File: config.mk
export PLATFORM = sky130hd
export DESIGN_NAME = tick_timer
export DESIGN_NICKNAME = d
export VERILOG_FILES = /design/src/rtl/tick_timer_pkg.sv /design/src/rtl/tick_timer_dp.sv /design/src/rtl/tick_timer_ctrl.sv /design/src/rtl/tick_timer.sv
export SDC_FILE = /design/constraint.sdc
export NUM_CORES = 1
export LEC_CHECK = 0
export BUFFER_PORTS_ARGS = -buffer_cell sky130_fd_sc_hd__clkbuf_2
export CAP_MARGIN = 20
export CORE_MARGIN = 3
export CORE_UTILIZATION = 25
export CTS_BUF_LIST = sky130_fd_sc_hd__clkbuf_8
export DETAILED_ROUTE_END_ITERATION = 12
export PLACE_DENSITY = 0.52
export SETUP_SLACK_MARGIN = 0.4
export SYNTH_ARGS = -nofsm -noshare
export SYNTH_HDL_FRONTEND = slang
export SYNTH_SLANG_ARGS = --single-unit
File: constraint.sdc
create_clock -name clk -period 3.1 [get_ports clk]
set_input_delay 0.775 -clock clk [delete_from_list [all_inputs] [get_ports clk]]
set_output_delay 0.775 -clock clk [all_outputs]
set_load 0.01 [all_outputs]
File: src/rtl/tick_timer_pkg.sv
package tick_timer_pkg;
  localparam logic [7:0] OFS_CTRL   = 8'h10;
  localparam logic [7:0] OFS_RELOAD = 8'h14;
  localparam logic [7:0] OFS_CUR    = 8'h18;
  localparam logic [7:0] OFS_CAL    = 8'h1C;

  localparam int BIT_EN   = 0;
  localparam int BIT_IE   = 1;
  localparam int BIT_SRC  = 2;
  localparam int BIT_FLAG = 16;

  // strobes from control to datapath
  typedef struct packed {
    logic load;    // copy reload into counter
    logic step;    // one count tick this cycle
    logic relWr;   // capture new reload value
  } tmr_cmd_t;
endpackage

File: src/rtl/tick_timer_dp.sv
module tick_timer_dp
  import tick_timer_pkg::*;
#(
  parameter int CNT_W = 24
) (
  input  logic             clk,
  input  logic             rstN,
  input  tmr_cmd_t         cmd,
  input  logic [CNT_W-1:0] relData,
  output logic [CNT_W-1:0] cnt,
  output logic [CNT_W-1:0] reload,
  output logic             wrap,
  output logic             reloadZero
);
  localparam logic [CNT_W-1:0] ZERO = '0;
  localparam logic [CNT_W-1:0] ONE  = {{(CNT_W-1){1'b0}}, 1'b1};

  logic atZero;
  assign atZero     = (cnt == ZERO);
  assign reloadZero = (reload == ZERO);
  assign wrap       = cmd.step && atZero && !cmd.load;

  always_ff @(posedge clk) begin
    if (!rstN) begin
      cnt <= ZERO;
    end else if (cmd.load) begin
      cnt <= reload;
    end else if (cmd.step) begin
      cnt <= atZero ? reload : (cnt - ONE);
    end
  end

  always_ff @(posedge clk) begin
    if (!rstN) begin
      reload <= ZERO;
    end else if (cmd.relWr) begin
      reload <= relData;
    end
  end

  // counter holds when neither loaded nor stepped
  idle_hold_chk: assert property (@(posedge clk) disable iff (!rstN)
    (!cmd.load && !cmd.step) |=> $stable(cnt));
endmodule

File: src/rtl/tick_timer_ctrl.sv
module tick_timer_ctrl
  import tick_timer_pkg::*;
#(
  parameter int CNT_W     = 24,
  parameter int ADDR_W    = 8,
  parameter int CAL_VALUE = 10000
) (
  input  logic              clk,
  input  logic              rstN,
  input  logic              regWrEn,
  input  logic              regRdEn,
  input  logic [ADDR_W-1:0] regAddr,
  input  logic [31:0]       regWrData,
  output logic [31:0]       regRdData,
  input  logic              refTick,
  output logic              irqPulse,
  output tmr_cmd_t          cmd,
  output logic [CNT_W-1:0]  relData,
  input  logic [CNT_W-1:0]  cnt,
  input  logic [CNT_W-1:0]  reload,
  input  logic              wrap,
  input  logic              reloadZero
);
  localparam int PAD_W = 32 - CNT_W;

  logic enable, intEn, srcCore, countFlag;
  logic selCtrl, selRel, selCur, selCal;
  logic wrCtrl, wrCur, rdCtrl, enRise, tickSel;

  assign selCtrl = (regAddr == ADDR_W'(OFS_CTRL));
  assign selRel  = (regAddr == ADDR_W'(OFS_RELOAD));
  assign selCur  = (regAddr == ADDR_W'(OFS_CUR));
  assign selCal  = (regAddr == ADDR_W'(OFS_CAL));

  assign wrCtrl = regWrEn && selCtrl;
  assign wrCur  = regWrEn && selCur;
  assign rdCtrl = regRdEn && selCtrl;
  assign enRise = wrCtrl && regWrData[BIT_EN] && !enable;

  assign tickSel   = srcCore ? 1'b1 : refTick;
  assign cmd.load  = enRise || (wrCur && enable);
  assign cmd.step  = enable && tickSel;
  assign cmd.relWr = regWrEn && selRel;
  assign relData   = regWrData[CNT_W-1:0];

  always_ff @(posedge clk) begin
    if (!rstN) begin
      enable  <= 1'b0;
      intEn   <= 1'b0;
      srcCore <= 1'b0;
    end else if (wrCtrl) begin
      enable  <= regWrData[BIT_EN];
      intEn   <= regWrData[BIT_IE];
      srcCore <= regWrData[BIT_SRC];
    end else if (wrap && reloadZero) begin
      enable  <= 1'b0;
    end
  end

  always_ff @(posedge clk) begin
    if (!rstN) begin
      countFlag <= 1'b0;
    end else if (wrap) begin
      countFlag <= 1'b1;
    end else if (rdCtrl || wrCur) begin
      countFlag <= 1'b0;
    end
  end

  always_ff @(posedge clk) begin
    if (!rstN) irqPulse <= 1'b0;
    else       irqPulse <= wrap && intEn;
  end

  logic [31:0] ctrlWord;
  always_comb begin
    ctrlWord           = '0;
    ctrlWord[BIT_EN]   = enable;
    ctrlWord[BIT_IE]   = intEn;
    ctrlWord[BIT_SRC]  = srcCore;
    ctrlWord[BIT_FLAG] = countFlag;
  end

  always_comb begin
    if (selCtrl)     regRdData = ctrlWord;
    else if (selRel) regRdData = {{PAD_W{1'b0}}, reload};
    else if (selCur) regRdData = enable ? {{PAD_W{1'b0}}, cnt} : 32'd0;
    else if (selCal) regRdData = 32'(CAL_VALUE);
    else             regRdData = 32'd0;
  end


  rd_clears_flag_chk: assert property (@(posedge clk) disable iff (!rstN)
    (rdCtrl && !wrap) |=> !countFlag);

  cur_wr_clears_chk: assert property (@(posedge clk) disable iff (!rstN)
    (wrCur && !wrap) |=> !countFlag);

  ctrl_wr_keeps_flag_chk: assert property (@(posedge clk) disable iff (!rstN)
    (wrCtrl && !wrap) |=> (countFlag == $past(countFlag)));

  irq_has_flag_chk: assert property (@(posedge clk) disable iff (!rstN)
    irqPulse |-> countFlag);

  oneshot_stop_chk: assert property (@(posedge clk) disable iff (!rstN)
    (wrap && reloadZero && !wrCtrl) |=> !enable);

  enable_load_chk: assert property (@(posedge clk) disable iff (!rstN)
    enRise |=> (cnt == $past(reload)));
endmodule

File: src/rtl/tick_timer.sv
module tick_timer
  import tick_timer_pkg::*;
#(
  parameter int CNT_W     = 24,
  parameter int ADDR_W    = 8,
  parameter int CAL_VALUE = 10000
) (
  input  logic              clk,
  input  logic              rstN,
  input  logic              regWrEn,
  input  logic              regRdEn,
  input  logic [ADDR_W-1:0] regAddr,
  input  logic [31:0]       regWrData,
  output logic [31:0]       regRdData,
  input  logic              refTick,
  output logic              irqPulse
);
  tmr_cmd_t         cmd;
  logic [CNT_W-1:0] relData, cnt, reload;
  logic             wrap, reloadZero;

  tick_timer_ctrl #(.CNT_W(CNT_W), .ADDR_W(ADDR_W), .CAL_VALUE(CAL_VALUE)) u_ctrl (
    .clk(clk), .rstN(rstN), .regWrEn(regWrEn), .regRdEn(regRdEn),
    .regAddr(regAddr), .regWrData(regWrData), .regRdData(regRdData),
    .refTick(refTick), .irqPulse(irqPulse), .cmd(cmd), .relData(relData),
    .cnt(cnt), .reload(reload), .wrap(wrap), .reloadZero(reloadZero)
  );

  tick_timer_dp #(.CNT_W(CNT_W)) u_dp (
    .clk(clk), .rstN(rstN), .cmd(cmd), .relData(relData),
    .cnt(cnt), .reload(reload), .wrap(wrap), .reloadZero(reloadZero)
  );
endmodule

# Word level (Yosys, flattened, before mapping)
# Index checks and enable logic that the tools add are counted.
word_totals:
  ff_bits: 53
  word_cells: 46
  output_inout_bits: 33
  inputBits: 45
op_classes:
  n_mux: 13
  eq_ne: 4
  n_reduce_logical: 21
  n_addsub: 1
op_table:
  columns: ["cell", "n"]
  rows:
  - ["24-bit two-way mux", 4]
  - ["32-bit two-way mux", 3]
  - ["24-bit zero test", 2]
  - ["8-bit by 5-bit equality test with 1-bit output (second input constant)", 4]
  - ["24-bit by 1-bit subtractor with 24-bit output (second input constant)", 1]
  - ["14-bit two-way mux", 1]
  - ["1-bit logical AND", 12]
  - ["2-bit nonzero test", 3]
  - ["1-bit two-way mux", 5]
  - ["1-bit zero test", 2]
  - ["1-bit logical OR", 2]

# Depth between registers and ports, before layout
logic_depth:
  word_depth: 10
  depth_mapped: 10
  ltp_nobuf: 8

# Cells and area by module
# Synthesis repeated with hierarchy kept, for this count alone.
unflattened:
  cells_unflattened: 431
  area_unflattened_um2: 3473.3
modules_own_cells:
  columns: ["mod", "area_each_um2", "seq_area_each_um2", "instances", "cells_each"]
  rows:
  - ["tick_timer_dp", 2516.2, 960.9, 1, 289]
  - ["tick_timer_ctrl", 957.2, 100.1, 1, 142]

# Least setup slack after synthesis
# No wires, ideal clock.
synth_path:
  path_kind: "in2out"
  startpoint: "input regAddr[4]"
  endpoint: "output regRdData[11]"
  path_buffers: 2
  required_ps: 2325
  path_stages: 6
  slack_ps: 214
  arrival_ps: 2111
  path_cell_list: "nor2b_1 -> nand3_1 -> nor3b_1 -> buf_2 -> buf_2 -> a22o_1"
synth_between:
  elab_chain_cells: 4
  elab_cells_between_ends: 6
  cone_classes: "eq/ne (3); mux (3)"
synth_lines:
  columns: ["element", "line", "rtl"]
  rows:
  - ["start: declaration", "tick_timer.sv:12", "input logic [ADDR_W-1:0] regAddr,"]
  - ["8-bit by 5-bit equality test with 1-bit output", "tick_timer_ctrl.sv:32", "assign selCur = (regAddr == ADDR_W'(OFS_CUR));"]
  - ["32-bit two-way mux", "tick_timer_ctrl.sv:87", "else if (selCur) regRdData = enable ? {{PAD_W{1'b0}}, cnt} : 32'd0;"]
  - ["32-bit two-way mux", "tick_timer_ctrl.sv:86", "else if (selRel) regRdData = {{PAD_W{1'b0}}, reload};"]
  - ["32-bit two-way mux *", "tick_timer_ctrl.sv:85", "if (selCtrl) regRdData = ctrlWord;"]
  - ["end: declaration", "tick_timer.sv:14", "output logic [31:0] regRdData,"]
# Mark *: on every way between the ends. The rest lies on a longest branch, timed or not.

# Worst setup path in the final report
layout_path:
  startpoint: "input regAddr[0]"
  endpoint: "output regRdData[11]"
# Same word-level chain as after synthesis.

==> impl_metrics.json <==
{
  "worst_ir_drop_vdd_uv": 160.1,
  "dp_worst_setup_slack_ns": 0.2435,
  "min_path_type": "flip-flop to flip-flop",
  "placed_cells": 616,
  "avgSynthCellArea_um2": 7.758,
  "min_period_ns": 2.704,
  "cts_tree": "done",
  "rsz0062_at_grt": "yes",
  "num-nets-final": 509,
  "clock_path_buffers": 2,
  "synthTopCellsByCount": "nand2_1 (56), dfxtp_1 (53), a21oi_1 (40), nand3_1 (37), nor2_1 (27)",
  "synth_top_area_share_pct": 34.28,
  "numCtsBuffers": 5,
  "synth_area_mm2": 0.003095,
  "crit_end": "regRdData[11]",
  "start_util_pct": 25.66,
  "num_antenna_cells": 0,
  "max_clock_freq_mhz": 369.8,
  "yosysMostFrequentCell": "nand2_1",
  "clk_pin_slew_ns": 0.11,
  "firstDrtPassIters": 5,
  "fin_skew_ns": 0.008568,
  "crit_path_end_kind": "output pin",
  "grt-ovfl-total": 0,
  "p_leak_nw": 1.495,
  "clock_sinks": 53,
  "grt_start_max_net_pins": 28,
  "cts_hold_buf": 0,
  "r2r-start": "u_dp.cnt[0]",
  "ff_latch_area_mm2": 0.001061,
  "io_pins": 78,
  "placed_cell_area_mm2": 0.003597,
  "area_growth_pct": 25.22,
  "tightest_slew_ns": 0.5751,
  "die_x_um": 117.3,
  "drtIter0Drc": 240,
  "synth_area_leader_cell": "dfxtp_1",
  "finalSetupTns_ns": 0,
  "vias": 3307,
  "place_congestion": 0.8849,
  "whs_ns": 0.5013,
  "finalSetupViolCount": 0,
  "n_fill_cell": 1348,
  "path_max_fanout": 10,
  "route.detailed.drc": 0,
  "cts_root_buf": "clkbuf_8",
  "arrival_ns": 1.93,
  "r2r_end": "u_dp.cnt[10]",
  "synth-edff-count": 0,
  "hold_violations": 0,
  "reg2reg_slack_ns": 0.84,
  "hold_depth": 2,
  "final_layout_size_suffix_gt1_share_pct": 25.49,
  "track_usage_pct": 15.55,
  "seq_area_frac_synth_pct": 34.28,
  "p_per_area_mw_per_mm2": 328.1,
  "worst-setup-path-type": "input port to output pin",
  "port_buffers": 61,
  "fin_ws_ns": 0.3960,
  "synthArstFlopShare_pct": 0,
  "dpl.hpwl_mm": 7.902,
  "grt_pass1_vias": 3116,
  "path_cells": "clkbuf_2 > nor2_4 > nand3_4 > nor3b_4 > buf_6 > buf_12 > a22o_1 > buf_2",
  "max_stage_delay_ns": 0.23,
  "routed_wl_mm": 11.06,
  "status": "finished, final reports clean",
  "insertion_delay_ns": 0.32,
  "cap_violations": 0,
  "ys.flop_type": "dfxtp_1",
  "cts_htree_levels": 2,
  "ys_warn_count": 0,
  "critPathLaunchType": "input port",
  "routedWlPerCell_um": 17.52,
  "critPathLaunch": "regAddr[0]",
  "grt_first_pass_wirelength_mm": 16.68,
  "dieArea_mm2": 0.01375,
  "synth_seq_cells": 53,
  "viasPerCell": 5.241,
  "min_period_over_period_pct": 87.23,
  "final_cell_count_no_fill": 631,
  "multi_input_area_mm2": 0.001898,
  "cp.required_ns": 2.32,
  "relSlewSlack_pct": 61.37,
  "fp.coreArea_mm2": 0.01206,
  "ant_nets": 0,
  "slowest_stage": "nor3b_4",
  "r2r_cells": 9,
  "synth_area_leaders": "dfxtp_1 (34%), nand2_1 (6.8%), a21oi_1 (6.5%)",
  "fin_area_mm2": 0.003876,
  "synthCells": 399,
  "die_y_um": 117.3,
  "slew_viol_final": 0,
  "ys_types": 58,
  "rows": 40,
  "antenna_found_initial": 0
}
repair_timing:
action,4_1_cts,5_1_grt
gates resized for setup,2,16
pin swaps,2,5
cloned,1,1
buffers inserted,2,3
endpoints found under the setup margin,18,18
worst max-delay path, delay by kind of cell:
kind	cells	cell delay, ns
compound gates	1	0.17
simple gates	3	0.45
buf+inv	4	0.51
cells by family after synthesis:
group,after synthesis,share of synthesized area (%)
fa+ha+maj,2,0.8083
other cells,1,0.1211
flops,53,34.28
xor+xnor,3,0.8490
mux,7,2.425
simple gates,178,29.18
compound gates,115,25.14
buf+inv,40,7.195
per-stage QoR:
stage	power, mW	util, %
finish	1.272	32.14
detailed placement	0.7742	29.82
global route	1.317	32.14
floorplan	0.7411	-
CTS	1.273	31.23
global placement	0.7733	29.82
state kept, by name, summed over array words and instances (netlist names):
signal and cells:
u_ctrl.countFlag 1, u_ctrl.enable 1, u_ctrl.intEn 1, u_ctrl.irqPulse 1, u_ctrl.srcCore 1, u_dp.cnt 24, u_dp.reload 24
area by class of cell:
class	count	share of cell area [%]
well taps	168	5.423
repair buffers	84	14.75
clock buffers	5	1.775
multi-input cells	313	48.97
inverters	5	0.4842
clock inverters	3	1.227
flip-flops and latches	53	27.37
routing by layer:
metal  routed length (um)  GRT usage [%]
met1                 4910          21.16
met4                  183          4.128
met5                    0              0
met3                  696          2.828
met2                 5268          25.34
where the power goes:
group,total (mW),switching (mW),internal (mW)
sequential,0.682,0.000938,0.681
combinational,0.0828,0.0509,0.0319
clock,0.507,0.260,0.247
total,1.27,0.312,0.960
how the worst min path moves through the flow:
stage | startpoint | to | slack [ns]
floorplan | u_ctrl.countFlag | u_ctrl.countFlag | 0.45
global placement | u_dp.reload[6] | u_dp.reload[6] | 0.48
detailed placement | u_dp.reload[6] | u_dp.reload[6] | 0.49
CTS | u_dp.reload[6] | u_dp.reload[6] | 0.50
global route | u_dp.reload[6] | u_dp.reload[6] | 0.53
finish | u_dp.reload[15] | u_dp.reload[15] | 0.50
cells in the final DEF, fill, tap and decap left out, types with 4 or more instances in the layout:
cell type and count:
nor4_1 11, conb_1 8, nor2_1 23, inv_1 5
nand3_1 36, nand4_1 5, clkbuf_2 58, buf_4 16
nand2_1 56, a31oi_1 4, nor2_2 4, o21ai_0 18
nor3_1 11, clkbuf_8 5, o41ai_1 4, a22o_1 19
a21oi_1 40, dfxtp_1 53, and2_1 5, mux2_2 4
(Power assumes the default switching activity.)
